File: src/rtl/spi_mm_pkg.sv
package spi_mm_pkg;

    localparam int MAX_WORD = 16;
    localparam int MIN_WORD = 4;
    localparam int LEN_W    = $clog2(MAX_WORD + 1);
    localparam int ECNT_W   = LEN_W + 1;

    typedef struct packed {
        logic             cpol;
        logic             cpha;
        logic [LEN_W-1:0] len;
    } slv_cfg_t;

    typedef enum logic [1:0] {
        ST_IDLE,
        ST_SETUP,
        ST_SHIFT,
        ST_END
    } eng_st_t;

endpackage

File: src/rtl/spi_mm_cfg_tbl.sv
module spi_mm_cfg_tbl
    import spi_mm_pkg::*;
#(
    parameter int N_SLV = 4,
    parameter int SEL_W = 2
) (
    input  logic             clk,
    input  logic             rst_n,
    input  logic             we,
    input  logic [SEL_W-1:0] wsel,
    input  slv_cfg_t         wcfg,
    input  logic [SEL_W-1:0] rsel,
    output slv_cfg_t         rcfg
);

    slv_cfg_t wclamp;
    slv_cfg_t tbl_q [N_SLV];

    // Clamp the length into the legal character range before storing it.
    always_comb begin
        wclamp = wcfg;
        if (wcfg.len < LEN_W'(MIN_WORD)) begin
            wclamp.len = LEN_W'(MIN_WORD);
        end else if (wcfg.len > LEN_W'(MAX_WORD)) begin
            wclamp.len = LEN_W'(MAX_WORD);
        end
    end

    for (genvar i = 0; i < N_SLV; i++) begin : g_ent
        slv_cfg_t ent_d;

        always_comb begin
            ent_d = tbl_q[i];
            if (we && (wsel == SEL_W'(i))) begin
                ent_d = wclamp;
            end
        end

        always_ff @(posedge clk or negedge rst_n) begin
            if (!rst_n) begin
                tbl_q[i] <= '{cpol: 1'b0, cpha: 1'b0, len: LEN_W'(MAX_WORD)};
            end else begin
                tbl_q[i] <= ent_d;
            end
        end
    end

    // Read port: entry of the requested slave, from the registered table.
    always_comb begin
        rcfg = tbl_q[0];
        for (int i = 0; i < N_SLV; i++) begin
            if (rsel == SEL_W'(i)) begin
                rcfg = tbl_q[i];
            end
        end
    end

endmodule

File: src/rtl/spi_mm_csdec.sv
module spi_mm_csdec #(
    parameter int N_SLV = 4,
    parameter int SEL_W = 2
) (
    input  logic             act,
    input  logic [SEL_W-1:0] sel,
    output logic [N_SLV-1:0] cs_n
);

    for (genvar i = 0; i < N_SLV; i++) begin : g_cs
        assign cs_n[i] = !(act && (sel == SEL_W'(i)));
    end

endmodule

File: src/rtl/spi_mm_engine.sv
module spi_mm_engine
    import spi_mm_pkg::*;
#(
    parameter int SEL_W = 2,
    parameter int DIV_W = 8
) (
    input  logic                clk,
    input  logic                rst_n,
    input  logic                start,
    input  logic [SEL_W-1:0]    start_sel,
    input  slv_cfg_t            start_cfg,
    input  logic [MAX_WORD-1:0] start_tx,
    input  logic [DIV_W-1:0]    start_div,
    input  logic                miso,
    output logic                sclk,
    output logic                mosi,
    output logic                busy,
    output logic                done,
    output logic [MAX_WORD-1:0] rx_data,
    output logic                cs_act,
    output logic [SEL_W-1:0]    cs_sel
);

    typedef struct packed {
        eng_st_t             st;
        logic [SEL_W-1:0]    sel;
        logic                cpol;
        logic                cpha;
        logic [LEN_W-1:0]    len;
        logic [DIV_W-1:0]    half;
        logic [DIV_W-1:0]    hcnt;
        logic [ECNT_W-1:0]   ecnt;
        logic [MAX_WORD-1:0] sh;
        logic [MAX_WORD-1:0] rx;
        logic [MAX_WORD-1:0] rxo;
        logic                sclk;
        logic                busy;
        logic                done;
    } eng_t;

    eng_t d, q;

    always_comb begin
        d      = q;
        d.done = 1'b0;
        unique case (q.st)
            ST_IDLE: begin
                if (start) begin
                    d.st   = ST_SETUP;
                    d.sel  = start_sel;
                    d.cpol = start_cfg.cpol;
                    d.cpha = start_cfg.cpha;
                    d.len  = start_cfg.len;
                    d.half = start_div;
                    d.hcnt = start_div;
                    d.ecnt = '0;
                    // Left-align the character so the MSB sits at the top.
                    d.sh   = start_tx << (LEN_W'(MAX_WORD) - start_cfg.len);
                    d.rx   = '0;
                    d.sclk = start_cfg.cpol;
                    d.busy = 1'b1;
                end
            end
            ST_SETUP: begin
                d.st   = ST_SHIFT;
                d.hcnt = q.half;
            end
            ST_SHIFT: begin
                if (q.hcnt == '0) begin
                    d.hcnt = q.half;
                    d.sclk = ~q.sclk;
                    d.ecnt = q.ecnt + 1'b1;
                    if (q.ecnt[0] == q.cpha) begin
                        d.rx = {q.rx[MAX_WORD-2:0], miso};
                    end else if (q.ecnt != '0) begin
                        d.sh = q.sh << 1;
                    end
                    if (d.ecnt == {q.len, 1'b0}) begin
                        d.st = ST_END;
                    end
                end else begin
                    d.hcnt = q.hcnt - 1'b1;
                end
            end
            ST_END: begin
                if (q.hcnt == '0) begin
                    d.st   = ST_IDLE;
                    d.busy = 1'b0;
                    d.done = 1'b1;
                    d.rxo  = q.rx;
                end else begin
                    d.hcnt = q.hcnt - 1'b1;
                end
            end
            default: d.st = ST_IDLE;
        endcase
    end

    always_ff @(posedge clk or negedge rst_n) begin
        if (!rst_n) begin
            q <= '{st: ST_IDLE, default: '0};
        end else begin
            q <= d;
        end
    end

    assign cs_act  = (q.st == ST_SHIFT) || (q.st == ST_END);
    assign cs_sel  = q.sel;
    assign mosi    = cs_act && q.sh[MAX_WORD-1];
    assign sclk    = q.sclk;
    assign busy    = q.busy;
    assign done    = q.done;
    assign rx_data = q.rxo;

endmodule

File: src/rtl/spi_multi_master.sv
module spi_multi_master
    import spi_mm_pkg::*;
#(
    parameter int N_SLV = 4,
    parameter int DIV_W = 8,
    localparam int SEL_W = (N_SLV > 1) ? $clog2(N_SLV) : 1
) (
    input  logic                clk,
    input  logic                rst_n,
    input  logic                cfg_we,
    input  logic [SEL_W-1:0]    cfg_sel,
    input  logic                cfg_cpol,
    input  logic                cfg_cpha,
    input  logic [LEN_W-1:0]    cfg_len,
    input  logic                req,
    input  logic [SEL_W-1:0]    req_sel,
    input  logic [MAX_WORD-1:0] req_tx,
    input  logic [DIV_W-1:0]    clk_div,
    input  logic                miso,
    output logic                sclk,
    output logic                mosi,
    output logic [N_SLV-1:0]    cs_n,
    output logic                busy,
    output logic                done,
    output logic [MAX_WORD-1:0] rx_data
);

    slv_cfg_t         wr_cfg;
    slv_cfg_t         tgt_cfg;
    logic             start;
    logic             cs_act;
    logic [SEL_W-1:0] cs_sel;

    assign wr_cfg = '{cpol: cfg_cpol, cpha: cfg_cpha, len: cfg_len};
    assign start  = req && !busy;

    spi_mm_cfg_tbl #(
        .N_SLV (N_SLV),
        .SEL_W (SEL_W)
    ) u_tbl (
        .clk   (clk),
        .rst_n (rst_n),
        .we    (cfg_we),
        .wsel  (cfg_sel),
        .wcfg  (wr_cfg),
        .rsel  (req_sel),
        .rcfg  (tgt_cfg)
    );

    spi_mm_engine #(
        .SEL_W (SEL_W),
        .DIV_W (DIV_W)
    ) u_eng (
        .clk       (clk),
        .rst_n     (rst_n),
        .start     (start),
        .start_sel (req_sel),
        .start_cfg (tgt_cfg),
        .start_tx  (req_tx),
        .start_div (clk_div),
        .miso      (miso),
        .sclk      (sclk),
        .mosi      (mosi),
        .busy      (busy),
        .done      (done),
        .rx_data   (rx_data),
        .cs_act    (cs_act),
        .cs_sel    (cs_sel)
    );

    spi_mm_csdec #(
        .N_SLV (N_SLV),
        .SEL_W (SEL_W)
    ) u_cs (
        .act  (cs_act),
        .sel  (cs_sel),
        .cs_n (cs_n)
    );

endmodule

File: config.mk
export PLATFORM = sky130hd
export DESIGN_NAME = spi_multi_master
export DESIGN_NICKNAME = d
export VERILOG_FILES = /design/src/rtl/spi_mm_pkg.sv /design/src/rtl/spi_mm_cfg_tbl.sv /design/src/rtl/spi_mm_csdec.sv /design/src/rtl/spi_mm_engine.sv /design/src/rtl/spi_multi_master.sv
export SDC_FILE = /design/constraint.sdc
export NUM_CORES = 1
export LEC_CHECK = 0
export BUFFER_PORTS_ARGS = -buffer_cell sky130_fd_sc_hd__buf_2
export CORE_MARGIN = 2
export CORE_UTILIZATION = 35
export DETAILED_ROUTE_END_ITERATION = 8
export PLACE_DENSITY = 0.6
export REMOVE_ABC_BUFFERS = 1
export SLEW_MARGIN = 20
export SYNTH_ARGS = -nofsm -noshare
export SYNTH_HDL_FRONTEND = slang
export SYNTH_SLANG_ARGS = --single-unit
File: constraint.sdc
create_clock -name clk -period 2.5 [get_ports clk]
set_input_delay 0.125 -clock clk [delete_from_list [all_inputs] [get_ports clk]]
set_output_delay 0.125 -clock clk [all_outputs]
set_load 0.05 [all_outputs]
# [After elaboration in Yosys (flattened, before gate mapping)]
# Index checks and enable logic that the tools add are counted.
[totals] n_memories=0 latch_bits=0 ram_bits=0 reg_bits=112 word_cells=110 inputBits=40 out_inout_bits=24 rom_bits=0
[op_classes] muxes=24 n_eq_ne=22 n_shift=1 n_mul=0 reduce_logical=31 bitwise_logic=1 n_addsub=3 order_cmp=2 n_div=0
[ops] cell="one-hot mux 38 bit (2 select lines)" n=1
[ops] cell="2-to-1 mux 65 bit" n=1
[ops] cell="2-to-1 mux 16 bit" n=3
[ops] cell="2-to-1 mux 38 bit" n=1
[ops] cell="one-hot mux 8 bit (4 select lines)" n=1
[ops] cell="2-to-1 mux 7 bit" n=3
[ops] cell="equality test 2 bit, second input constant" n=8
[ops] cell="2-to-1 mux 8 bit" n=2
[ops] cell="left shift 16 x 5 -> 16 bit" n=1
[ops] cell="logical AND 1 bit" n=10
[ops] cell="2-to-1 mux 2 bit" n=5
[ops] cell="2-to-1 mux 5 bit" n=2
[ops] cell="inequality test 2 x 1 -> 1 bit, second input constant" n=5
[ops] cell="equality test 2 x 1 -> 1 bit, second input constant" n=4
[ops] cell="logical NOT 8 bit" n=1
[ops] cell="one-hot mux 2 bit (4 select lines)" n=1
[ops] cell="AND reduction 4 bit" n=2
[ops] cell="subtractor 8 x 1 -> 8 bit, second input constant" n=1
[ops] cell="adder 6 x 1 -> 6 bit, second input constant" n=1
[ops] cell="equality test 6 bit" n=1
[ops] cell="logical NOT 2 bit" n=3
[ops] cell="inequality test 2 bit, second input constant" n=3
[ops] cell="AND reduction 2 bit" n=3
[ops] cell="AND reduction 3 bit" n=2
[ops] cell="other kinds (12)" n=19

# [Longest topological paths before layout]
[depth] ltp_word=8 mapped_depth=11 depth_no_buf=8

# [Modules after synthesis]
# Synthesis repeated with hierarchy kept, for this count alone.
[unflattened] cells_unflattened=616 hier_area_um2=6346.1
[modules_own_cells] mod="spi_mm_engine" cells_each=516 instances=1 area_each_um2=5059.9
[modules_own_cells] mod="spi_mm_cfg_tbl" cells_each=95 instances=1 area_each_um2=1243.7
[modules_own_cells] mod="spi_mm_csdec" cells_each=4 instances=1 area_each_um2=28.8
[modules_own_cells] mod="spi_multi_master" cells_each=1 instances=1 area_each_um2=13.8

# [Least setup slack after synthesis]
# No wires, ideal clock.
[synth_timing] kind="register to register" startpoint="reg u_tbl.tbl_q[1] (netlist bit)" endpoint="reg u_eng.q[46] (netlist bit)" t_required_ns=2.374 setup_slack_ns=0.206 stages_incl_launch_ff=9 path_buffers=2 synth_period_minus_slack_ns=2.294 setup_time_ns=0.126 arrival_time_ns=2.168 cell_sequence="dfrtp_1 -> mux4_2 -> or3_1 -> buf_6 -> nand2_2 -> buf_6 -> mux2i_1 -> o21ai_1 -> a221o_1"
[synth_via] elab_chain_cells=5
[synth_rtl] item="start: declaration" line="spi_mm_cfg_tbl.sv:17" source="slv_cfg_t tbl_q [N_SLV];"
[synth_rtl] item="start signal: indexed assignment" line="spi_mm_cfg_tbl.sv:41" source="tbl_q[i] <= '{cpol: 1'b0, cpha: 1'b0, len: LEN_W'(MAX_WORD)};"
[synth_rtl] item="start signal: indexed assignment" line="spi_mm_cfg_tbl.sv:43" source="tbl_q[i] <= ent_d;"
[synth_rtl] item="2-to-1 mux 7 bit" line="spi_mm_cfg_tbl.sv:52" source="if (rsel == SEL_W'(i)) begin"
[synth_rtl] item="subtractor 5 bit" line="spi_mm_engine.sv:58" source="d.sh = start_tx << (LEN_W'(MAX_WORD) - start_cfg.len);"
[synth_rtl] item="left shift 16 x 5 -> 16 bit" line="spi_mm_engine.sv:58"
[synth_rtl] item="2-to-1 mux 65 bit" line="spi_mm_engine.sv:48" source="if (start) begin"
[synth_rtl] item="one-hot mux 38 bit (2 select lines)" line="spi_mm_engine.sv:46" source="unique case (q.st)"
[synth_rtl] item="end signal: assignment" line="spi_mm_engine.sv:101" source="q <= '{st: ST_IDLE, default: '0};"
[synth_rtl] item="end signal: assignment" line="spi_mm_engine.sv:103" source="q <= d;"
[synth_rtl] item="end: declaration" line="spi_mm_engine.sv:41" source="eng_t d, q;"
# No other way between the ends. The select of a mux whose other input is x is not followed.
# A chain may end at the register's enable or synchronous reset.

# [Worst setup path in the final report]
[layout_timing] startpoint="reg u_tbl.tbl_q[1] (netlist bit)" endpoint="reg u_eng.q[50] (netlist bit)"
# The elaborated chain is that of the path after synthesis.

==> results.md <==
- Outcome: finished clean
- Hold Crit Class: input pin to register
- Post-synth top cells: dfrtp_1, nand2_1, o21ai_0
- Critical path arrival: 2670 ps
- Sequential-to-total area share from yosys stat: between 40% and 50%
- Hpwl dp: a little under 10000 um
- Setup crit end kind: register
- Wire per inst: between 15 and 20 um
- Fillers: 1622
- Slew Viols, Final: 0
- Row count: 47
- Fmax achieved: approximately 410 MHz
- Mapped cell area: 5947 um^2
- First-pass GRT wire length: approximately 23000 um
- Initial DRC count: approximately 230
- Die ar.: 18050 um^2
- Slew @ Worst Pin: 682.8 ps
- Total gr overflow: 0
- Final WL: ~14000 um
- Initial antenna violation count: 0
- Top cell type's share of synthesized area: between 40% and 50%
- Via-to-Cell Ratio: around 5.2
- Max cap viols: 0
- Clock skew: around 14 ps
- Synth top area cells: dfrtp_1, nand2_1, mux2_2
- Largest net degree at the start of global routing: 50
- Setup_tns: 0 ps
- CTS H-tree depth: 3
- Clock transition at path regs: around 70 ps
- Share of layout cells above drive strength 1: 26.18%
- Area occupied by multi-input gates: roughly 2900 um^2
- #FFs+latches synth: about 110
- Max_slew headroom: a little over half
- Synth warnings: 0
- RSZ-0062 raised after global routing: no
- Post-synth top flop: dfrtp_1
- Reg area: ~2800 um^2
- Asr flop ratio synth: 100.0%
- Inserted Clock Buffers: 9
- Critical Path RT: roughly 2700 ps
- Worst vdd ir: 0.0004331 V
- # setup viols final: 0
- I/O pin total: 64
- Starting Density: 35.86%
- Kind of critical path: register to register
- Placer Congestion: roughly 0.9
- Final hold vios: 0
- Power Density: approximately 590 nW/um^2
- Vias in the first global route: 4500
- Syn avg cell area: 10.54 um^2
- 1st-pass router iterations: 5
- Tmin final: ~2400 ps
- Clock latency on the worst-skew pair: between 300 and 400 ps
- EDFF count, synth: 0
- Core Area: ~17000 um^2
- Die H: around 130 um
- Final nets: between 600 and 700
- DR DRC count: 0
- Distinct cell type count after synthesis: 63
- Remaining antenna violation count: 0
- Placed Area: ~6500 um^2
- CP Max Fanout: 12
- Layout overhead on the synthesized area: 16.71%
- Via count: between 4000 and 5000
- Gr usage total: between 10% and 20%
- IO buf count: 63
- Die Wd: ~130 um
- Post-route worst hold slack: 54.77 ps
- Final worst-path cycle share: between 90% and 100%
- CTS root buf: clkbuf_16
- Clock Sinks: 111
- Final core utilization: roughly two fifths
- Mapped Cells: roughly 560
- Pleak: 3.294 nW
- CP Launch Type: register
- Most numerous cell in the Yosys netlist: dfrtp_1
- Cell taking the most area after synthesis: dfrtp_1
- Longest Clk Path Bufs: 2
- Ant. Diodes: 0
- TritonCTS clock tree: done
- Final Cell Area: roughly 6900 um^2
## power breakdown
group | total, mW | leakage [nW] | switching (mW) | internal, mW
logic | 0.711 | 1.65 | 0.375 | 0.336
clock network | 1.46 | 0.142 | 0.654 | 0.805
registers | 1.91 | 1.50 | 0.0338 | 1.87
## worst max-delay path, cell delays in order, from the launching register on
cell and delay [ps]:
dfrtp_1 370, mux4_2 540, buf_12 180, mux4_1 500
mux2i_1 260, a21oi_1 110, a221o_1 350
## kinds of logic (layout without fill, tap and decap cells)
family,Yosys count,after routing,share of synthesized area (%)
XOR/XNOR,17,17,3.051
flip-flops,111,111,46.79
multiplexers,71,71,15.21
AO/OA/AOI/OAI,130,130,14.94
AND/OR/NAND/NOR,170,170,13.30
buffers and inverters,58,128,5.238
adder cells (fa/ha/maj),7,7,1.473
## metal layers
metal	routed length [um]	global-route usage [%]	part of all wire, %	up-vias
met5	0	0	0	-
met4	318	6.433	2.3	0
met3	577	2.570	4.2	24
met2	6385	25.68	47	104
met1	6319	21.73	46	2189
li1	-	-	-	2131
## layout by cell type (no fill, tap or decap), drive strengths merged, types with 8 or more instances in the layout
cell type,instances
mux2i,27
inv,13
a22oi,8
a21oi,12
and3,10
xor2,8
nand2,96
xnor2,8
a21o,8
dlygate4sd3,10
o21ai,49
dfrtp,107
a22o,21
buf,90
mux4,12
nand3,10
nor2,20
clkbuf,12
mux2,32
## repair_timing
action / in CTS / in global routing
setup endpoints to repair: 1 / 16
gates resized for setup: 1 / 3
buffers inserted: 0 / 1
hold endpoints to repair: 56 / 0
hold buffers: 10 / 0
cloned: 0 / 1
## sequential cells by signal, indices dropped and copies added, names as in the netlist
name and cells:
u_tbl.tbl_q 28, u_eng.q 62, u_eng.cs_sel 2, u_eng.rx_data 16
u_eng.sclk 1, u_eng.busy 1, u_eng.done 1
## area by class of cell
cell class / count / area share (%)
multi-input cells: 395 / 41.28
flip-flops and latches: 111 / 40.09
repair buffers: 101 / 9.717
well taps: 220 / 3.966
clock buffers: 11 / 3.497
clock inverters: 4 / 0.7932
inverters: 12 / 0.6490
## metrics by stage
stage	power, mW	cells	setup WS (ps)
final	4.077	854	65.62
after global routing	4.259	854	0.6655
after CTS	4.101	852	45.44
after global placement	2.599	827	46.37
after detailed placement	2.620	827	-14.35
after floorplan	2.361	518	-212.4
## final timing paths
path / from / endpoint / slack, ps / depth (start not counted)
max reg2reg: u_tbl.tbl_q[1]$_DFFE_PN0P_ / u_eng.q[50]$_DFFE_PN0P_ / 70 / 6
max: u_tbl.tbl_q[1]$_DFFE_PN0P_ / u_eng.q[50]$_DFFE_PN0P_ / 70 / 6
max in group asynchronous: rst_n / u_tbl.tbl_q[4]$_DFFE_PN1P_ / 1350 / 3
min reg2reg: u_tbl.tbl_q[8]$_DFFE_PN0P_ / u_tbl.tbl_q[8]$_DFFE_PN0P_ / 480 / 2
min: cfg_cpol / u_tbl.tbl_q[6]$_DFFE_PN0P_ / 50 / 2
min in group asynchronous: rst_n / u_eng.q[40]$_DFFE_PN0P_ / 340 / 2
Note: power is estimated with default switching activity, not from simulation.
